$ cat config.mk
export PLATFORM = sky130hd
export DESIGN_NAME = adc_seq_ctrl
export DESIGN_NICKNAME = d
export VERILOG_FILES = /design/src/rtl/adc_seq_pkg.sv /design/src/rtl/adc_settle_timer.sv /design/src/rtl/adc_seq_fsm.sv /design/src/rtl/adc_seq_regs.sv /design/src/rtl/adc_seq_ctrl.sv
export SDC_FILE = /design/constraint.sdc
export NUM_CORES = 1
export LEC_CHECK = 0
export ABC_CLOCK_PERIOD_IN_PS = 1950
export BUFFER_PORTS_ARGS = -buffer_cell sky130_fd_sc_hd__buf_2
export CORE_ASPECT_RATIO = 1.5
export CORE_MARGIN = 1
export CORE_UTILIZATION = 46
export DETAILED_ROUTE_END_ITERATION = 8
export GPL_TIMING_DRIVEN = 0
export PLACE_DENSITY = 0.74
export SLEW_MARGIN = 20
export SYNTH_ARGS = -nofsm -noshare
export SYNTH_HDL_FRONTEND = slang
export SYNTH_HIERARCHICAL = 1
export SYNTH_SLANG_ARGS = --single-unit
$ cat constraint.sdc
create_clock -name clk_i -period 1.95 [get_ports clk_i]
set_clock_uncertainty 0.1 [all_clocks]
set_input_delay 0.39 -clock clk_i [delete_from_list [all_inputs] [get_ports clk_i]]
set_output_delay 0.39 -clock clk_i [all_outputs]
set_load 0.03 [all_outputs]
$ cat src/rtl/adc_seq_pkg.sv
package adc_seq_pkg;
  localparam int unsigned WORD_W   = 16;
  localparam int unsigned N_CH     = 10;
  localparam int unsigned SEL_W    = 4;
  localparam int unsigned START_B  = 0;
  localparam int unsigned SEL_LSB  = 1;
  localparam int unsigned EN_LSB   = 5;
  localparam int unsigned DLY_B    = 15;
  localparam int unsigned DONE_B   = 2;
  localparam int unsigned BUSY_B   = 0;

  typedef enum logic [1:0] {
    A_CTRL = 2'd0,
    A_STAT = 2'd1,
    A_IEN  = 2'd2,
    A_DATA = 2'd3
  } reg_addr_e;

  typedef enum logic [1:0] {
    S_IDLE,
    S_SETTLE,
    S_LAUNCH,
    S_WAIT
  } seq_state_e;
endpackage

$ cat src/rtl/adc_settle_timer.sv
module adc_settle_timer #(
  parameter int unsigned SETTLE_CLKS = 16
) (
  input  logic clk_i,
  input  logic rst_ni,
  input  logic load_i,
  output logic expired_o
);
  localparam int unsigned CW = $clog2(SETTLE_CLKS + 1);
  localparam logic [CW-1:0] RELOAD = CW'(SETTLE_CLKS - 1);

  logic [CW-1:0] cnt_q;

  always_ff @(posedge clk_i or negedge rst_ni) begin
    if (!rst_ni)            cnt_q <= '0;
    else if (load_i)        cnt_q <= RELOAD;
    else if (cnt_q != '0)   cnt_q <= cnt_q - 1'b1;
  end

  assign expired_o = (cnt_q == '0);

  p_count_down_r4: assert property (@(posedge clk_i) disable iff (!rst_ni)
    (!load_i && cnt_q != '0) |=> (cnt_q == $past(cnt_q) - 1'b1));
endmodule

$ cat src/rtl/adc_seq_fsm.sv
module adc_seq_fsm
  import adc_seq_pkg::*;
#(
  parameter int unsigned SETTLE_CLKS = 16
) (
  input  logic              clk_i,
  input  logic              rst_ni,
  input  logic              launch_i,
  input  logic              dly_i,
  input  logic              conv_busy_i,
  input  logic              conv_done_i,
  input  logic [WORD_W-1:0] conv_data_i,
  output logic              conv_start_o,
  output logic              busy_o,
  output logic              cap_o,
  output logic [WORD_W-1:0] cap_data_o
);
  seq_state_e state_q, state_d;
  logic       tmr_load, tmr_expired;

  assign tmr_load = (state_q == S_IDLE) && launch_i && dly_i;

  adc_settle_timer #(.SETTLE_CLKS(SETTLE_CLKS)) u_tmr (
    .clk_i    (clk_i),
    .rst_ni   (rst_ni),
    .load_i   (tmr_load),
    .expired_o(tmr_expired)
  );

  always_comb begin
    state_d = state_q;
    unique case (state_q)
      S_IDLE:   if (launch_i) state_d = dly_i ? S_SETTLE : S_LAUNCH;
      S_SETTLE: if (tmr_expired) state_d = S_LAUNCH;
      S_LAUNCH: if (!conv_busy_i) state_d = S_WAIT;
      S_WAIT:   if (conv_done_i) state_d = S_IDLE;
      default:  state_d = S_IDLE;
    endcase
  end

  always_ff @(posedge clk_i or negedge rst_ni) begin
    if (!rst_ni) state_q <= S_IDLE;
    else         state_q <= state_d;
  end

  assign conv_start_o = (state_q == S_LAUNCH) && !conv_busy_i;
  assign busy_o       = (state_q != S_IDLE);
  assign cap_o        = (state_q == S_WAIT) && conv_done_i;
  assign cap_data_o   = conv_data_i;

  p_start_single_r2: assert property (@(posedge clk_i) disable iff (!rst_ni)
    conv_start_o |=> !conv_start_o);
  p_launch_waits_r10: assert property (@(posedge clk_i) disable iff (!rst_ni)
    (state_q == S_LAUNCH && conv_busy_i) |=> (state_q == S_LAUNCH));
  p_idle_done_ignored_r9: assert property (@(posedge clk_i) disable iff (!rst_ni)
    (state_q == S_IDLE && !launch_i) |=> (state_q == S_IDLE));
endmodule

$ cat src/rtl/adc_seq_regs.sv
module adc_seq_regs
  import adc_seq_pkg::*;
(
  input  logic              clk_i,
  input  logic              rst_ni,
  input  logic              we_i,
  input  logic [1:0]        addr_i,
  input  logic [WORD_W-1:0] wdata_i,
  input  logic              busy_i,
  input  logic              cap_i,
  input  logic [WORD_W-1:0] cap_data_i,
  output logic              launch_o,
  output logic              dly_o,
  output logic [N_CH-1:0]   mux_en_o,
  output logic [SEL_W-1:0]  mux_sel_o,
  output logic [WORD_W-1:0] rdata_o,
  output logic              irq_o
);
  logic [WORD_W-1:0] ctrl_q, data_q;
  logic              done_q, ien_q;
  logic              ctrl_wr, stat_clr, ien_wr;

  assign ctrl_wr  = we_i && (addr_i == A_CTRL) && !busy_i;
  assign stat_clr = we_i && (addr_i == A_STAT) && wdata_i[DONE_B];
  assign ien_wr   = we_i && (addr_i == A_IEN);
  assign launch_o = ctrl_wr && wdata_i[START_B];
  assign dly_o    = wdata_i[DLY_B];

  always_ff @(posedge clk_i or negedge rst_ni) begin
    if (!rst_ni) begin
      ctrl_q <= '0;
      data_q <= '0;
      done_q <= 1'b0;
      ien_q  <= 1'b0;
    end else begin
      if (ctrl_wr) ctrl_q <= {wdata_i[WORD_W-1:1], 1'b0};
      if (cap_i)   data_q <= cap_data_i;
      if (cap_i)         done_q <= 1'b1;
      else if (stat_clr) done_q <= 1'b0;
      if (ien_wr)  ien_q <= wdata_i[DONE_B];
    end
  end

  assign mux_en_o  = ctrl_q[EN_LSB +: N_CH];
  assign mux_sel_o = ctrl_q[SEL_LSB +: SEL_W];
  assign irq_o     = done_q & ien_q;

  always_comb begin
    rdata_o = '0;
    unique case (addr_i)
      A_CTRL: rdata_o = ctrl_q;
      A_STAT: begin
        rdata_o[DONE_B] = done_q;
        rdata_o[BUSY_B] = busy_i;
      end
      A_IEN:  rdata_o[DONE_B] = ien_q;
      A_DATA: rdata_o = data_q;
      default: rdata_o = '0;
    endcase
  end

  p_done_set_r5: assert property (@(posedge clk_i) disable iff (!rst_ni)
    cap_i |=> done_q);
  p_data_hold_r9: assert property (@(posedge clk_i) disable iff (!rst_ni)
    !cap_i |=> $stable(data_q));
  p_irq_hold_r7: assert property (@(posedge clk_i) disable iff (!rst_ni)
    (irq_o && !stat_clr && !ien_wr) |=> irq_o);
  p_keep_done_r6: assert property (@(posedge clk_i) disable iff (!rst_ni)
    (done_q && !stat_clr) |=> done_q);
endmodule

$ cat src/rtl/adc_seq_ctrl.sv
module adc_seq_ctrl
  import adc_seq_pkg::*;
#(
  parameter int unsigned SETTLE_CLKS = 16
) (
  input  logic         clk_i,
  input  logic         rst_ni,
  input  logic         we_i,
  input  logic [1:0]   addr_i,
  input  logic [15:0]  wdata_i,
  output logic [15:0]  rdata_o,
  output logic         irq_o,
  output logic [9:0]   mux_en_o,
  output logic [3:0]   mux_sel_o,
  output logic         conv_start_o,
  input  logic         conv_busy_i,
  input  logic         conv_done_i,
  input  logic [15:0]  conv_data_i
);
  logic              seq_busy, launch, dly, cap;
  logic [WORD_W-1:0] cap_data;

  adc_seq_regs u_regs (
    .clk_i     (clk_i),
    .rst_ni    (rst_ni),
    .we_i      (we_i),
    .addr_i    (addr_i),
    .wdata_i   (wdata_i),
    .busy_i    (seq_busy),
    .cap_i     (cap),
    .cap_data_i(cap_data),
    .launch_o  (launch),
    .dly_o     (dly),
    .mux_en_o  (mux_en_o),
    .mux_sel_o (mux_sel_o),
    .rdata_o   (rdata_o),
    .irq_o     (irq_o)
  );

  adc_seq_fsm #(.SETTLE_CLKS(SETTLE_CLKS)) u_fsm (
    .clk_i       (clk_i),
    .rst_ni      (rst_ni),
    .launch_i    (launch),
    .dly_i       (dly),
    .conv_busy_i (conv_busy_i),
    .conv_done_i (conv_done_i),
    .conv_data_i (conv_data_i),
    .conv_start_o(conv_start_o),
    .busy_o      (seq_busy),
    .cap_o       (cap),
    .cap_data_o  (cap_data)
  );

  p_busy_write_ignored_r8: assert property (@(posedge clk_i) disable iff (!rst_ni)
    (seq_busy && we_i && addr_i == A_CTRL) |=> ($stable(mux_en_o) && $stable(mux_sel_o)));
endmodule

* After elaboration in Yosys (flattened, before gate mapping)
Index checks and enable logic that the tools add are counted.
** Word-level totals
- Output and inout bits :: 32
- Word-level logic and storage cells :: 52
- Input bits :: 39
- Flip-flop bits (word level) :: 40
** Cells by class
- Bitwise operators :: 1
- Add/sub/neg operators :: 1
- Muxes and demuxes :: 14
- Reduce and logical (&&, ||, !) cells :: 20
- Eq/ne operators :: 10
** Operators with widths (number)
- $pmux W13 S2 :: 1
- $logic_and A1 B1 Y1 :: 10
- $mux W2 :: 5
- $mux W5 :: 2
- $eq A2 B2 Y1 const B :: 4
- $pmux W2 S4 :: 1
- $reduce_bool A2 Y1 :: 3
- $logic_not A5 Y1 :: 1
- $reduce_bool A5 Y1 :: 1
- $sub A5 B1 Y5 const B :: 1
- $eq A2 B1 Y1 const B :: 2
- $logic_not A2 Y1 :: 2
- $ne A2 B1 Y1 const B :: 2
- $ne A2 B2 Y1 const B :: 2
- $pmux W1 S2 :: 2
- $pmux W1 S4 :: 1
- $reduce_and A4 Y1 :: 1
- $logic_not A1 Y1 :: 2
- $mux W1 :: 2
- $and A1 B1 Y1 :: 1

* Logic depth before layout (Yosys ltp)
- Depth after elaboration :: 7
- Depth in mapped cells :: 9
- Mapped depth without buffers :: 8

* Cells and area by module
The synthesis kept the hierarchy.
** Modules (own cells, without submodules)
- adc_seq_regs :: times used 1, cells an instance 134, sequential area each 825.8 um^2, area each 1691.6 um^2
- adc_seq_fsm :: times used 1, cells an instance 38, sequential area each 50.0 um^2, area each 355.3 um^2
- adc_settle_timer :: times used 1, cells an instance 22, sequential area each 125.1 um^2, area each 252.7 um^2

* Worst setup path before layout
OpenSTA, ideal clock, no wires.
- Kind :: input to output
- Start point :: input port addr_i[0]
- End point :: output port rdata_o[10]
- Buffers on the path :: 2
- Required time :: 1460 ps
- Setup slack :: 37 ps
- Stages on the path :: 6
- Arrival time :: 1423 ps
- Path through :: inv_1 ha_1 buf_4 buf_2 a22oi_1 nor2_1
** On the way
- Word-level cells in the longest chain between the ends :: 2
- Elaborated cells on any way between the ends :: 3
- Those cells by class :: eq/ne: 1; mux: 1; reduce/logical: 1
** Ends and longest elaborated chain
- start: declaration :: line adc_seq_ctrl.sv:9 : input logic [1:0] addr_i,
- $eq A2 B2 Y1 or $logic_not A2 Y1 (tied branches) :: line adc_seq_regs.sv:50 : unique case (addr_i)
- $pmux W13 S2 * :: line adc_seq_regs.sv:50
- end: declaration :: line adc_seq_ctrl.sv:11 : output logic [15:0] rdata_o,
Every way passes the cells marked *; elsewhere a longest branch is shown, timed or not.

* Worst setup path after layout
- Start point :: input port addr_i[0]
- End point :: output port rdata_o[14]
The elaborated chain is that of the path after synthesis.

==> metrics.json <==
{
  "status": {
    "result_of_the_run": "completed"
  },
  "layout": {
    "area_growth_pct": 26.9,
    "final.fill_count": 449,
    "multi_input_area_um2": 1020,
    "antenna_cells": 0,
    "seq_area_um2": 1000,
    "finish.utilization_pct": 60.7,
    "layout-drive-gt1-share_pct": 59.8,
    "final_nets": 310
  },
  "timing": {
    "max_freq_mhz": 519,
    "rsz0062_at_grt": "yes",
    "worst_pin_slew_ns": 0.895,
    "holdWs_ns": 0.128,
    "totalNegativeSetupSlack_ns": 0,
    "setup_viol": 0,
    "postLayoutSetupSlackWorst_ns": 0.0226,
    "timing_hold_violations_final": 0,
    "period_minus_slack_ns": 1.93,
    "timing_max_transition_violations_final": 0,
    "timing.slew.headroom_pct": 40.3,
    "fin_crit_sh_pct": 98.8
  },
  "global_route": {
    "grt_use_total_pct": 19.1,
    "grt_start_max_net_pins": 41,
    "global_route.overflow_total": 0,
    "antenna_found_initial": 0,
    "via_count_of_the_first_global_routing_pass": 1586,
    "wire_length_of_the_first_global_routing_pass_um": 7450
  },
  "cts": {
    "cts.sinks": 40,
    "cts-root-buf": "sky130_fd_sc_hd__clkbuf_8",
    "worst_case_clock_buffer_depth": 2,
    "clk_pin_slew_ns": 0.07,
    "ctsHtreeMaxLevel": 2,
    "cts-buffers-inserted": 5,
    "clock_tree_from_tritoncts": "yes",
    "clk-insertion-delay-late_ns": 0.28
  },
  "power_and_ir_drop": {
    "p_int_uw": 2610,
    "ratio_of_total_power_to_cell_area_nw_per_um2": 1430,
    "power.switching_uw": 1570,
    "report.power.total_uw": 4180,
    "p_clk_share_pct": 13.2,
    "max-vdd-ir-drop_mv": 0.673,
    "comb_power_share_pct": 50.4,
    "power_switching_share_pct": 37.5,
    "static_leakage_uw": 0.00148,
    "power.sequential.fraction_pct": 36.4
  },
  "logic_synthesis": {
    "ys_ff_latch": 40,
    "synth_ff_type": "sky130_fd_sc_hd__dfrtp_1",
    "syn_inst": 194,
    "postSynthAreaPerCell_um2": 11.9,
    "share_of_flip_flops_with_an_asynchronous_set_or_reset_after_synthesis_pct": 100,
    "synth_warnings": 6,
    "synth_enable_flop_cells": 0,
    "synth_fp_nets": 244,
    "post_synth_instance_area_um2": 2300,
    "yosysSeqAreaShare_pct": 43.5,
    "synth_cell_type_count": 34
  },
  "floorplan": {
    "die-area_um2": 5290,
    "top_level_ports": 71,
    "coreArea_um2": 4810,
    "initial_core_util_pct": 47.8,
    "die-height_um": 88.6,
    "std_cell_rows": 31,
    "dieWidth_um": 59.7
  },
  "detailed_routing": {
    "drt_via_density": 4.96,
    "drt_pass1_iterations": 4,
    "drt-total-wl_um": 4710,
    "drt_iter0_drc": 53,
    "detail_route_antenna_nets": 0,
    "remaining_drc_errors": 0,
    "vias": 1621,
    "wl_per_cell_um": 14.4
  },
  "critical_path": {
    "cp_slowest_cell": "sky130_fd_sc_hd__ha_2",
    "ff2ff_setup_slack_ns": 0.12,
    "worst_ep_arrival_time_ns": 1.44,
    "crit_required_ns": 1.46,
    "rr_startpoint": "u_fsm/state_q[0]$_DFFE_PN0P_",
    "timing_worst_setup_path_type": "in -> out",
    "critical_path.max_stage_delay_ns": 0.19,
    "critical_path.reg2reg.endpoint": "u_fsm/u_tmr/cnt_q[1]$_DFFE_PN0P_",
    "crit_path_cell_trace": "buf_4 > inv_2 > ha_2 > buf_8 > clkbuf_16 > a22oi_1 > nor2_1 > buf_2",
    "cp-start-kind": "primary input",
    "rr_worst_depth": 9,
    "critical_path.max_fanout": 7,
    "worst_setup_ep_type": "primary output"
  },
  "min_path": {
    "hold_path_class": "in -> async"
  },
  "run": {
    "max_cap_viol_count": 0
  },
  "placement": {
    "io_buffer_count": 54,
    "place_ws_ns": -0.303,
    "dpl.hpwl_um": 3320,
    "place.gp.congestion": 0.736
  }
}
[registers in the layout, indices dropped and copies added, names as in the netlist]
register / count
u_regs/ien_q: 1
u_regs/data_q: 16
u_fsm/u_tmr/cnt_q: 5
u_regs/ctrl_q: 15
u_fsm/state_q: 2
u_regs/done_q: 1
[metal layers]
layer	track usage (%)	up-vias	wire length (µm)
li1	-	772	-
met1	22.8	794	1870
met2	33.9	50	2570
met3	3.65	5	215
met4	5.92	0	56
met5	0	-	0
[stage by stage]
step | instances | cell area, µm²
6_report | 327 | 2920
5_1_grt | 327 | 2920
4_1_cts | 322 | 2810
3_5_place_dp | 314 | 2650
3_3_place_gp | 314 | 2650
2_1_floorplan | 194 | 2300
[worst max path at each step]
| stage | from | to | cells after the start |
|---|---|---|---|
| final | addr_i[0] | rdata_o[14] | 8 |
| after floorplan | addr_i[0] | rdata_o[10] | 6 |
| after CTS | addr_i[0] | rdata_o[8] | 8 |
| after global placement | addr_i[0] | rdata_o[8] | 6 |
| after global routing | addr_i[0] | rdata_o[14] | 8 |
| after detailed placement | addr_i[0] | rdata_o[8] | 6 |
[cell usage after synthesis (3+ instances only)]
cell type                 instances  area share, %
sky130_fd_sc_hd__inv_1           11            1.8
sky130_fd_sc_hd__mux2i_1          5            2.2
sky130_fd_sc_hd__ha_1            11            6.0
sky130_fd_sc_hd__nand2_1          3           0.49
sky130_fd_sc_hd__mux2_2          23             11
sky130_fd_sc_hd__nor2_1          15            2.4
sky130_fd_sc_hd__mux2_4           9            5.9
sky130_fd_sc_hd__buf_2            3           0.65
sky130_fd_sc_hd__buf_4           33             11
sky130_fd_sc_hd__dfrtp_1         40             44
sky130_fd_sc_hd__a22oi_1         14            4.6
[cell type report]
| cell class | count | area share (%) |
|---|---|---|
| Inverter | 12 | 1.54 |
| Clock buffer | 8 | 3.09 |
| Tap cell | 66 | 2.83 |
| Sequential cell | 40 | 34.3 |
| Timing Repair Buffer | 60 | 12.5 |
| Multi-Input combinational cell | 103 | 34.9 |
| Buffer | 38 | 10.8 |
[cells in the final DEF (no fill, tap or decap), types with 2 or more instances in the layout]
master | netlist | final
sky130_fd_sc_hd__inv_2 | 1 | 5
sky130_fd_sc_hd__mux2_2 | 23 | 23
sky130_fd_sc_hd__dfrtp_1 | 40 | 40
sky130_fd_sc_hd__a22oi_1 | 14 | 11
sky130_fd_sc_hd__buf_4 | 33 | 48
sky130_fd_sc_hd__nor2_1 | 15 | 13
sky130_fd_sc_hd__buf_8 | 0 | 2
sky130_fd_sc_hd__nor2b_1 | 2 | 2
sky130_fd_sc_hd__nand2_1 | 3 | 3
sky130_fd_sc_hd__ha_2 | 0 | 2
sky130_fd_sc_hd__clkbuf_1 | 2 | 2
sky130_fd_sc_hd__mux2_4 | 9 | 9
sky130_fd_sc_hd__ha_1 | 11 | 8
sky130_fd_sc_hd__buf_2 | 3 | 44
sky130_fd_sc_hd__nand2b_2 | 2 | 2
sky130_fd_sc_hd__and2_1 | 2 | 2
sky130_fd_sc_hd__inv_1 | 11 | 7
sky130_fd_sc_hd__a22oi_2 | 0 | 3
sky130_fd_sc_hd__clkbuf_8 | 0 | 7
sky130_fd_sc_hd__mux2i_1 | 5 | 5
[cells by family after synthesis]
group           after synthesis  synth area share [%]
buf+inv                      51                  14.2
mux                          37                  19.3
xor+xnor                      1                 0.381
flops                        40                  43.5
compound gates               23                  8.54
simple gates                 31                  8.05
fa+ha+maj                    11                  5.98
[critical path: cells and delay by family]
family                   cells  cell delay [ns]
AND/OR/NAND/NOR              1             0.05
AO/OA/AOI/OAI                1             0.18
buffers and inverters        5             0.62
adder cells (fa/ha/maj)      1             0.19
[power by group through the flow]
stage	clock, µW	sequential [µW]	combinational [µW]
global placement	0	1500	1980
finish	554	1520	2110
global route	607	1580	2300
floorplan	0	1450	1640
CTS	576	1510	2050
detailed placement	0	1520	2020
[what timing repair did]
item                                    in CTS  in global routing
pin swaps                                    0                  2
endpoints found under the setup margin      23                 16
gates cloned                                 0                  1
gates resized for setup                     21                 22
buffers inserted                             1                  4
hold buffers                                 0                  0
(Power assumes the default switching activity.)
